`src/rtl/i2c_mem_pkg.sv`:
```
package i2c_mem_pkg;

    // Transfer phase of the memory slave
    typedef enum logic [3:0] {
        ST_IDLE,
        ST_DEVADDR,
        ST_DEVACK,
        ST_WADDR,
        ST_WAACK,
        ST_WDATA,
        ST_WDACK,
        ST_RDATA,
        ST_RACK
    } mst_e;

endpackage

```
`src/rtl/i2c_bus_cond.sv`:
```
// Synchronises the bus lines and flags clock edges and start/stop conditions.
module i2c_bus_cond #(
    parameter int SYNC = 2
) (
    input  logic clk,
    input  logic rst_n,
    input  logic scl_i,
    input  logic sda_i,
    output logic scl_rise,
    output logic scl_fall,
    output logic sda_lvl,
    output logic start_det,
    output logic stop_det
);
    logic [SYNC-1:0] scl_s, sda_s;
    logic            scl_p, sda_p, scl_q;

    always_ff @(posedge clk or negedge rst_n) begin
        if (!rst_n) begin
            scl_s <= '1;
            sda_s <= '1;
            scl_p <= 1'b1;
            sda_p <= 1'b1;
        end else begin
            scl_s <= {scl_s[SYNC-2:0], scl_i};
            sda_s <= {sda_s[SYNC-2:0], sda_i};
            scl_p <= scl_s[SYNC-1];
            sda_p <= sda_s[SYNC-1];
        end
    end

    assign scl_q     = scl_s[SYNC-1];
    assign sda_lvl   = sda_s[SYNC-1];
    assign scl_rise  = scl_q & ~scl_p;
    assign scl_fall  = ~scl_q & scl_p;
    assign start_det = scl_q & scl_p & sda_p & ~sda_lvl;
    assign stop_det  = scl_q & scl_p & ~sda_p & sda_lvl;
endmodule

```
`src/rtl/i2c_page_buf.sv`:
```
// Staging buffer for one page, with a received-byte mask.
module i2c_page_buf #(
    parameter int PAGE = 4,
    localparam int PW  = $clog2(PAGE)
) (
    input  logic                  clk,
    input  logic                  rst_n,
    input  logic                  clr,
    input  logic                  we,
    input  logic [PW-1:0]         idx,
    input  logic [7:0]            wdata,
    output logic [PAGE-1:0][7:0]  data_o,
    output logic [PAGE-1:0]       valid_o
);
    for (genvar s = 0; s < PAGE; s++) begin : g_slot
        logic [7:0] d_q;
        logic       v_q;
        always_ff @(posedge clk or negedge rst_n) begin
            if (!rst_n) begin
                d_q <= '0;
                v_q <= 1'b0;
            end else if (clr) begin
                v_q <= 1'b0;
            end else if (we && idx == PW'(s)) begin
                d_q <= wdata;
                v_q <= 1'b1;
            end
        end
        assign data_o[s]  = d_q;
        assign valid_o[s] = v_q;
    end
endmodule

```
`src/rtl/i2c_mem_array.sv`:
```
// Register array standing in for the non-volatile cells; commits masked pages.
module i2c_mem_array #(
    parameter int WORDS = 256,
    parameter int PAGE  = 4,
    localparam int AW   = $clog2(WORDS),
    localparam int PW   = $clog2(PAGE),
    localparam int HW   = AW - PW
) (
    input  logic                 clk,
    input  logic                 rst_n,
    input  logic                 commit,
    input  logic [HW-1:0]        page_sel,
    input  logic [PAGE-1:0][7:0] pdata,
    input  logic [PAGE-1:0]      pvalid,
    input  logic [AW-1:0]        rd_addr,
    output logic [7:0]           rd_data
);
    logic [7:0] mem [WORDS];

    always_ff @(posedge clk or negedge rst_n) begin
        if (!rst_n) begin
            for (int i = 0; i < WORDS; i++) mem[i] <= 8'hFF;
        end else if (commit) begin
            for (int s = 0; s < PAGE; s++)
                if (pvalid[s]) mem[{page_sel, PW'(s)}] <= pdata[s];
        end
    end

    assign rd_data = mem[rd_addr];
endmodule

```
`src/rtl/i2c_mem_slave.sv`:
```
module i2c_mem_slave
    import i2c_mem_pkg::*;
#(
    parameter int         WORDS   = 256,
    parameter int         PAGE    = 4,
    parameter int         WCYC    = 500000,
    parameter int         SYNC    = 2,
    parameter logic [3:0] DEV_TYPE = 4'b1010
) (
    input  logic       clk,
    input  logic       rst_n,
    input  logic       scl_i,
    input  logic       sda_i,
    output logic       sda_oe_o,
    input  logic [2:0] strap_i,
    input  logic       wr_lock_i,
    output logic       busy_o
);
    localparam int AW = $clog2(WORDS);
    localparam int PW = $clog2(PAGE);
    localparam int HW = AW - PW;
    localparam int CW = $clog2(WCYC) + 1;

    logic scl_rise, scl_fall, sda_q, start_det, stop_det;
    mst_e st, st_nx;
    logic [3:0]    bitcnt;
    logic [7:0]    shreg;
    logic          ack_q, ack_now, m_ack, sda_oe_q, busy_q;
    logic [AW-1:0] addr_cnt;
    logic [CW-1:0] wcnt;
    logic          byte_end, pb_we, pb_clr, commit;
    logic [PAGE-1:0][7:0] pb_data;
    logic [PAGE-1:0]      pb_valid;
    logic [7:0]           rd_data;

    i2c_bus_cond #(.SYNC(SYNC)) u_cond (
        .clk(clk), .rst_n(rst_n), .scl_i(scl_i), .sda_i(sda_i),
        .scl_rise(scl_rise), .scl_fall(scl_fall), .sda_lvl(sda_q),
        .start_det(start_det), .stop_det(stop_det)
    );

    assign byte_end = scl_fall && bitcnt == 4'd8;
    assign pb_we    = st == ST_WDATA && byte_end && !wr_lock_i && !start_det && !stop_det;
    assign pb_clr   = start_det | stop_det;
    assign commit   = stop_det && |pb_valid;

    i2c_page_buf #(.PAGE(PAGE)) u_page (
        .clk(clk), .rst_n(rst_n), .clr(pb_clr), .we(pb_we),
        .idx(addr_cnt[PW-1:0]), .wdata(shreg),
        .data_o(pb_data), .valid_o(pb_valid)
    );

    i2c_mem_array #(.WORDS(WORDS), .PAGE(PAGE)) u_array (
        .clk(clk), .rst_n(rst_n), .commit(commit),
        .page_sel(addr_cnt[AW-1:PW]), .pdata(pb_data), .pvalid(pb_valid),
        .rd_addr(addr_cnt), .rd_data(rd_data)
    );

    // Acknowledge decision for the byte that is just complete
    always_comb begin
        unique case (st)
            ST_DEVADDR: ack_now = shreg[7:1] == {DEV_TYPE, strap_i} && !busy_q;
            ST_WADDR:   ack_now = 1'b1;
            ST_WDATA:   ack_now = !wr_lock_i;
            default:    ack_now = 1'b0;
        endcase
    end

    // State register
    always_ff @(posedge clk or negedge rst_n) begin
        if (!rst_n) st <= ST_IDLE;
        else        st <= st_nx;
    end

    // Next state
    always_comb begin
        st_nx = st;
        if (start_det)     st_nx = ST_DEVADDR;
        else if (stop_det) st_nx = ST_IDLE;
        else begin
            unique case (st)
                ST_IDLE:    st_nx = ST_IDLE;
                ST_DEVADDR: if (byte_end) st_nx = ST_DEVACK;
                ST_WADDR:   if (byte_end) st_nx = ST_WAACK;
                ST_WDATA:   if (byte_end) st_nx = ST_WDACK;
                ST_DEVACK:  if (scl_fall) st_nx = !ack_q ? ST_IDLE : (shreg[0] ? ST_RDATA : ST_WADDR);
                ST_WAACK:   if (scl_fall) st_nx = ST_WDATA;
                ST_WDACK:   if (scl_fall) st_nx = ack_q ? ST_WDATA : ST_IDLE;
                ST_RDATA:   if (byte_end) st_nx = ST_RACK;
                ST_RACK:    if (scl_fall) st_nx = m_ack ? ST_RDATA : ST_IDLE;
                default:    st_nx = ST_IDLE;
            endcase
        end
    end

    // Datapath and outputs
    always_ff @(posedge clk or negedge rst_n) begin
        if (!rst_n) begin
            bitcnt   <= '0;
            shreg    <= '0;
            ack_q    <= 1'b0;
            m_ack    <= 1'b0;
            sda_oe_q <= 1'b0;
            busy_q   <= 1'b0;
            wcnt     <= '0;
            addr_cnt <= '0;
        end else begin
            if (commit) begin
                busy_q <= 1'b1;
                wcnt   <= '0;
            end else if (busy_q) begin
                if (wcnt == CW'(WCYC - 1)) busy_q <= 1'b0;
                else                       wcnt   <= wcnt + CW'(1);
            end

            if (start_det || stop_det) begin
                bitcnt   <= '0;
                sda_oe_q <= 1'b0;
            end else begin
                unique case (st)
                    ST_DEVADDR, ST_WADDR, ST_WDATA: begin
                        if (scl_rise && bitcnt < 4'd8) begin
                            shreg  <= {shreg[6:0], sda_q};
                            bitcnt <= bitcnt + 4'd1;
                        end else if (byte_end) begin
                            bitcnt   <= '0;
                            sda_oe_q <= ack_now;
                            ack_q    <= ack_now;
                            if (st == ST_WADDR) addr_cnt <= shreg[AW-1:0];
                            if (pb_we) addr_cnt[PW-1:0] <= addr_cnt[PW-1:0] + PW'(1);
                        end
                    end
                    ST_DEVACK: begin
                        if (scl_fall) begin
                            if (ack_q && shreg[0]) begin
                                shreg    <= rd_data;
                                sda_oe_q <= ~rd_data[7];
                                addr_cnt <= addr_cnt + AW'(1);
                            end else begin
                                sda_oe_q <= 1'b0;
                            end
                        end
                    end
                    ST_WAACK, ST_WDACK: begin
                        if (scl_fall) sda_oe_q <= 1'b0;
                    end
                    ST_RDATA: begin
                        if (scl_rise && bitcnt < 4'd8) begin
                            bitcnt <= bitcnt + 4'd1;
                        end else if (scl_fall) begin
                            if (bitcnt == 4'd8) begin
                                bitcnt   <= '0;
                                sda_oe_q <= 1'b0;
                            end else begin
                                shreg    <= {shreg[6:0], 1'b0};
                                sda_oe_q <= ~shreg[6];
                            end
                        end
                    end
                    ST_RACK: begin
                        if (scl_rise) begin
                            m_ack <= ~sda_q;
                        end else if (scl_fall && m_ack) begin
                            shreg    <= rd_data;
                            sda_oe_q <= ~rd_data[7];
                            addr_cnt <= addr_cnt + AW'(1);
                        end
                    end
                    default: ;
                endcase
            end
        end
    end

    assign sda_oe_o = sda_oe_q;
    assign busy_o   = busy_q;
endmodule

```
`config.mk`:
```
export PLATFORM = sky130hd
export DESIGN_NAME = i2c_mem_slave
export DESIGN_NICKNAME = d
export VERILOG_FILES = /design/src/rtl/i2c_mem_pkg.sv /design/src/rtl/i2c_bus_cond.sv /design/src/rtl/i2c_page_buf.sv /design/src/rtl/i2c_mem_array.sv /design/src/rtl/i2c_mem_slave.sv
export SDC_FILE = /design/constraint.sdc
export NUM_CORES = 2
export LEC_CHECK = 0
export BUFFER_PORTS_ARGS = -buffer_cell sky130_fd_sc_hd__buf_2
export CORE_AREA = 4 4 453 455
export CTS_CLUSTER_DIAMETER = 100
export DETAILED_ROUTE_END_ITERATION = 6
export DIE_AREA = 0 0 457 459
export GPL_TIMING_DRIVEN = 0
export SYNTH_ARGS = -nofsm -noshare
export SYNTH_HDL_FRONTEND = slang
export SYNTH_HIERARCHICAL = 1
export SYNTH_SLANG_ARGS = --single-unit
```
`constraint.sdc`:
```
create_clock -name clk -period 7.1 [get_ports clk]
set_clock_uncertainty 0.05 [all_clocks]
set_input_delay 0.355 -clock clk [delete_from_list [all_inputs] [get_ports clk]]
set_output_delay 0.355 -clock clk [all_outputs]
set_load 0.02 [all_outputs]
```
# Word-level counts from Yosys, hierarchy flattened
# Index checks and enable logic that the tools add are counted.
# Widths: inputs -> output; s select.
# word_totals
register_bits	2138
input_bits	8
output_inout_bits	2
elab_cells	498
# op_classes
addsub	4
n_lt_le_gt_ge	10
n_eq_ne	46
n_mux	89
n_bitwise	22
n_reduce_logical	49
# op_table
cell	count
$mux 2048	7
$bwmux 2048	4
$demux 8 s8	4
$mux 8	21
$bmux 8 s8	1
$mux 4	16
$mux 20	3
$ge 9x9->1 const B	5
$not 8->9	5
$ne 4x4->1 const B	11
$lt 9x1->1 const B	4
$pmux 4 s8	1
$pmux 8 s4	1
$reduce_and 9->1	3
$ne 2x2->1 const B	12
$ne 3x3->1 const B	8
$pmux 8 s3	1
$mux 1	22
$add 20x1->20 const B	1
$eq 20x19->1 const B	1
$logic_and 1x1->1	18
$eq 4x3->1 const B	4
$mux 3	4
$reduce_and 10->1	1
32 further kinds	62

# Logic depth before layout (Yosys ltp)
# depth
ltp_word	16
mapped_depth	14
mapped_depth_nobuf	10

# Modules after synthesis
# The synthesis kept the hierarchy.
# by_module_without_submodules
mod	instances	cells_per_inst	area_per_inst_um2	seq_area_each_um2
i2c_mem_array	1	6066	95521.6	53811.6
i2c_mem_slave	1	350	3076.7	1201.2
i2c_page_buf	1	92	1426.4	900.9
i2c_bus_cond	1	10	190.2	157.7

# Worst setup path before layout
# OpenSTA, ideal clock, no wires.
# synth_path
path_kind	reg-to-reg
startpoint	register u_cond.sda_s[1]
endpoint	register u_array/mem[1032] (netlist name)
setup_ns	0.082
arrival_time_ns	3.126
required_ns	6.968
setup_slack_ns	3.842
stages_incl_launch_ff	12
n_path_buf	5
synth_period_minus_slack_ns	3.258
cell_sequence	dfstp_2 -> and4b_1 -> o41ai_1 -> inv_1 -> clkbuf_1 -> clkbuf_1 -> clkbuf_1 -> nand2_1 -> clkbuf_1 -> buf_1 -> nor2_1 -> mux2_2
# synth_between
elab_chain_cells	2
# synth_rtl
item	line	source
from (decl)	i2c_bus_cond.sv:15	logic [SYNC-1:0] scl_s, sda_s;
from (signal assigned)	i2c_bus_cond.sv:26	sda_s <= {sda_s[SYNC-2:0], sda_i};
$and 1x1->1	i2c_bus_cond.sv:37	assign stop_det = scl_q & scl_p & ~sda_p & sda_lvl;
via stop_det	i2c_mem_slave.sv:24	logic scl_rise, scl_fall, sda_q, start_det, stop_det;
$logic_and 1x1->1	i2c_mem_slave.sv:45	assign commit = stop_det && |pb_valid;
via commit	i2c_mem_slave.sv:31	logic byte_end, pb_we, pb_clr, commit;
to (signal, indexed assignment)	i2c_mem_array.sv:25	if (pvalid[s]) mem[{page_sel, PW'(s)}] <= pdata[s];
to (decl)	i2c_mem_array.sv:18	logic [7:0] mem [WORDS];
# The timed path passes the listed nets, and every way through them passes these cells.
# A chain may end at the register's enable or synchronous reset.

# Worst setup path in the final report
# layout_path
startpoint	register addr_cnt[4]
endpoint	register shreg[3]
# layout_between
elab_chain_cells	7
elab_cells_between_ends	9
classes_between	mux: 8; bitwise: 1
# layout_rtl
item	line	source
from (decl)	i2c_mem_slave.sv:29	logic [AW-1:0] addr_cnt;
from (signal assigned)	i2c_mem_slave.sv:129	if (st == ST_WADDR) addr_cnt <= shreg[AW-1:0];
from (signal, indexed assignment)	i2c_mem_slave.sv:130	if (pb_we) addr_cnt[PW-1:0] <= addr_cnt[PW-1:0] + PW'(1);
from (signal assigned)	i2c_mem_slave.sv:138	addr_cnt <= addr_cnt + AW'(1);
$not 8->9 (not written as such) *	i2c_mem_array.sv:29	assign rd_data = mem[rd_addr];
$bmux 8 s8 *	i2c_mem_array.sv:29	
$mux 8 (not written as such) * (2 in series)	i2c_mem_array.sv:29	
via rd_data[3]	i2c_mem_slave.sv:34	logic [7:0] rd_data;
$mux 8 (on tied branches)	i2c_mem_slave.sv:163, i2c_mem_slave.sv:135	
$mux 8 (on tied branches)	i2c_mem_slave.sv:161, i2c_mem_slave.sv:134	
$pmux 8 s4 *	i2c_mem_slave.sv:120	unique case (st)
to (signal assigned)	i2c_mem_slave.sv:123	shreg <= {shreg[6:0], sda_q};
to (signal assigned)	i2c_mem_slave.sv:136	shreg <= rd_data;
to (signal assigned)	i2c_mem_slave.sv:164	shreg <= rd_data;
to (decl)	i2c_mem_slave.sv:27	logic [7:0] shreg;
# The timed path passes the listed nets; every way through them passes the cells marked *. The select of a mux whose other input is x is not followed.

==> flow_metrics.tcl <==
set metrics [dict create \
    placed_cell_area_um2 104200 \
    synth_cell_types 80 \
    grt_pass1_vias 65620 \
    synth_common_cells "mux2_2 (2096), dfstp_2 (2054), mux4_2 (434)" \
    dp_slack_ns 1.033 \
    synth_area_um2 100200 \
    fin_nets 6796 \
    cts-buffers-inserted 228 \
    power_frac_clock_pct 36.4 \
    synth_top_area_share_pct 53.85 \
    holdCritPathClass "in -> reg" \
    drcViolationCount 0 \
    min_from "sda_i" \
    r2r-start "addr_cnt[4]" \
    rrSetupSlack_ns 0.28 \
    path_cells "buf_2 > clkinv_1 > nor2_1 > clkbuf_1 > a22oi_1 > a21oi_1 > nor4_1 > nor4_1 > nand2_1 > nand2_1 > mux2_4" \
    worstSetupEndpointType "flip-flop" \
    synth_top_area_cell "dfstp_2" \
    dp_hpwl_mm 288.3 \
    synth-seq-area-share_pct 55.95 \
    detailroute.via_count 66230 \
    ys_ff_latch 2138 \
    crit_type "reg -> reg" \
    setup_ws_ns 0.2780 \
    synthCells 6518 \
    power_mw 34.59 \
    period_needed_ns 6.822 \
    rows 165 \
    area_growth_pct 12.07 \
    grt_pass1_wl_mm 570.7 \
    leakagePower_nw 44.20 \
    grt_usage_pct 40.05 \
    p_int_mw 21.77 \
    synth_warnings 6 \
    p_sw_mw 12.82 \
    critPathRequiredTime_ns 7.88 \
    drt-initial-drc-count 7741 \
    clockBufferDepth 3 \
    reg2regPathDepth 11 \
    seq_power_share_pct 36.2 \
    grt-ovfl-total 0 \
    postRouteAntennaNets 0 \
    portBuffers 9 \
    cts_tree "built" \
    status "finished, violations left" \
    setup-violations-final 0 \
    hold_ws_ns 0.09157 \
    clkSinkCount 2138 \
    postLayoutCellArea_um2 112300 \
    slew_headroom_pct -10.29 \
    ir_drop_mv 0.3234 \
    netSwitchingFraction_pct 37.08 \
    min_to "u_cond/sda_s[0]" \
    tightest_slew_ns 1.654 \
    syn-mean-instance-area_um2 15.38 \
    power.density_nw_per_um2 308.0 \
    die_h_um 459 \
    crit_slowest_cell "nor4_1" \
    gp_congestion 1.032 \
    hold_depth 2 \
    htreeDepth 4 \
    async_reset_ff_share_pct 100.0 \
    dieArea_um2 209800 \
    die_x_um 457 \
    violations "max-capacitance violations, max-slew violations" \
    max_freq_mhz 146.6 \
    setup_tns_ns 0 \
    slowest_delay_ns 1.27 \
    wl_mm 424.2 \
    mappedNetlistNets 6530 \
    first_pass_iters 7 \
    core_area_um2 201300 \
    reg2reg_to "shreg[3]" \
    cp_data_arrival_time_ns 7.60 \
    cap_viol_max_count 18 \
    avgViaCountPerCell 6.818 \
    synthTopCellsByArea "dfstp_2 (54%), mux2_2 (24%), mux4_2 (9.8%), dfrtp_1 (2.1%), mux2i_1 (1.4%)" \
    grt_max_degree 176 \
    clkTransAtPathRegs_ns 0.06 \
    hold_viol_final 0 \
    io_pins 10 \
    synth_edf_count 0 \
    start_util_pct 49.79 \
    startpoint_type "flip-flop" \
    antenna_found_initial 50 \
    maxSlewViolCount 140 \
    combPwrFrac_pct 27.4 \
    post-synth-top-count-cell "mux2_2" \
    rsz0062_at_grt "no" \
    synth_top_flop_cell "dfstp_2" \
    post_drt_wl_per_cell_um 43.67 \
    layout-drive-gt1-share_pct 74.71 \
    clockRootBuffer "clkbuf_16" \
    cp_max_fo 11 \
    timing.final.crit_share_pct 96.08 \
    clock_latency_ns 0.93 \
]
critical path: cells and delay by family, from the launching register on:
kind	cells	cell delay (ns)
flip-flops	1	0.80
multiplexers	1	0.14
AND/OR/NAND/NOR	5	2.09
AO/OA/AOI/OAI	2	1.11
buffers and inverters	3	2.52
through the flow:
stage | util (%) | std cells
after floorplan | - | 6518
after global placement | 51.47 | 9199
after detailed placement | 51.76 | 9220
after CTS | 55.72 | 9654
after global routing | 55.73 | 9659
final | 55.80 | 9715
layer usage:
layer / routed length (um) / global-route usage [%] / vias up
li1: - / - / 25030
met1: 161800 / 49.99 / 36140
met2: 180700 / 57.02 / 3876
met3: 47390 / 16.00 / 1161
met4: 34190 / 27.68 / 28
met5: 225 / 0.2067 / -
placed cells by master (no fill, tap or decap), types with 9 or more instances in the layout:
master,synthesis,routed
mux2_2,2096,2096
dfstp_2,2054,2054
mux4_2,434,434
clkbuf_1,299,342
nor2_1,264,262
clkbuf_16,0,231
nand2_1,187,187
a22oi_1,149,149
mux2i_1,138,138
buf_2,70,115
a21oi_1,110,110
dfrtp_1,84,84
diode_2,0,61
o21ai_0,55,55
clkbuf_8,0,54
o22ai_1,54,54
clkinv_2,0,45
buf_4,41,44
o221ai_1,39,39
nor4_1,32,30
a22o_1,25,25
nor3_1,26,23
bufinv_16,0,22
nand3_1,21,21
nand2b_1,19,19
nor2b_1,18,18
buf_6,14,15
buf_16,0,15
xor2_1,14,14
inv_1,13,13
and2_1,13,13
nand4_1,12,12
a211oi_1,12,12
buf_1,48,12
o31ai_1,12,12
a221oi_1,12,12
clkbuf_2,0,12
a31oi_1,9,9
buf_8,8,9
sequential cells by signal, summed over array words and instances, names as in the netlist:
signal	count
u_cond/scl_s	2
u_cond/sda_p	1
wcnt	20
m_ack	1
u_page/g_slot.d_q	32
ack_q	1
sda_oe_o	1
u_array/mem	2048
busy_o	1
addr_cnt	8
u_cond/scl_p	1
u_cond/sda_s	2
shreg	8
u_page/g_slot.v_q	4
st	4
bitcnt	4
cell type report:
type                       count  area, um2
fill                       16150      88970
sequential                  2138      56070
multi-input combinational   3881      41840
clock buffer                 340       6730
tap                         2672       3343
buffer                       483       2359
clock inverter                88       1162
timing repair buffer          36      596.8
antenna                       61      152.6
inverter                      16      60.06
what timing repair did:
action	in CTS	in global routing
hold buffers	6	0
setup buffers	0	0
endpoints found under the hold margin	116	0
resized for setup	0	0
endpoints found under the setup margin	0	0
power groups by stage:
| stage | clock, mW | combinational, mW | sequential, mW |
|---|---|---|---|
| after floorplan | 0 | 3.90 | 12.6 |
| after global placement | 0 | 8.81 | 12.6 |
| after detailed placement | 0 | 8.94 | 12.7 |
| after CTS | 12.7 | 8.96 | 12.5 |
| after global routing | 13.2 | 9.27 | 12.5 |
| final | 12.6 | 9.47 | 12.5 |
cell families (layout without fill, tap and decap cells):
logic type,Yosys count,in the layout,synth area share [%]
flip-flops,2138,2138,55.95
AND/OR/NAND/NOR,665,665,3.128
buffers and inverters,499,963,2.353
multiplexers,2676,2676,34.80
AO/OA/AOI/OAI,520,520,3.575
other,0,61,0
adder cells (fa/ha/maj),4,4,0.04994
XOR/XNOR,16,16,0.1398
worst max-delay path by stage:
stage,cells past startpoint,start,to,slack (ns)
final,11,addr_cnt[4],shreg[3],0.28
after global routing,11,addr_cnt[4],shreg[2],0.76
after CTS,11,addr_cnt[4],shreg[3],1.0
after detailed placement,11,addr_cnt[4],shreg[3],1.03
after global placement,1,rst_n,shreg[2],-39.52
after floorplan,11,u_cond/sda_s[1],u_array/mem[1032],3.84
(Power assumes the default switching activity.)
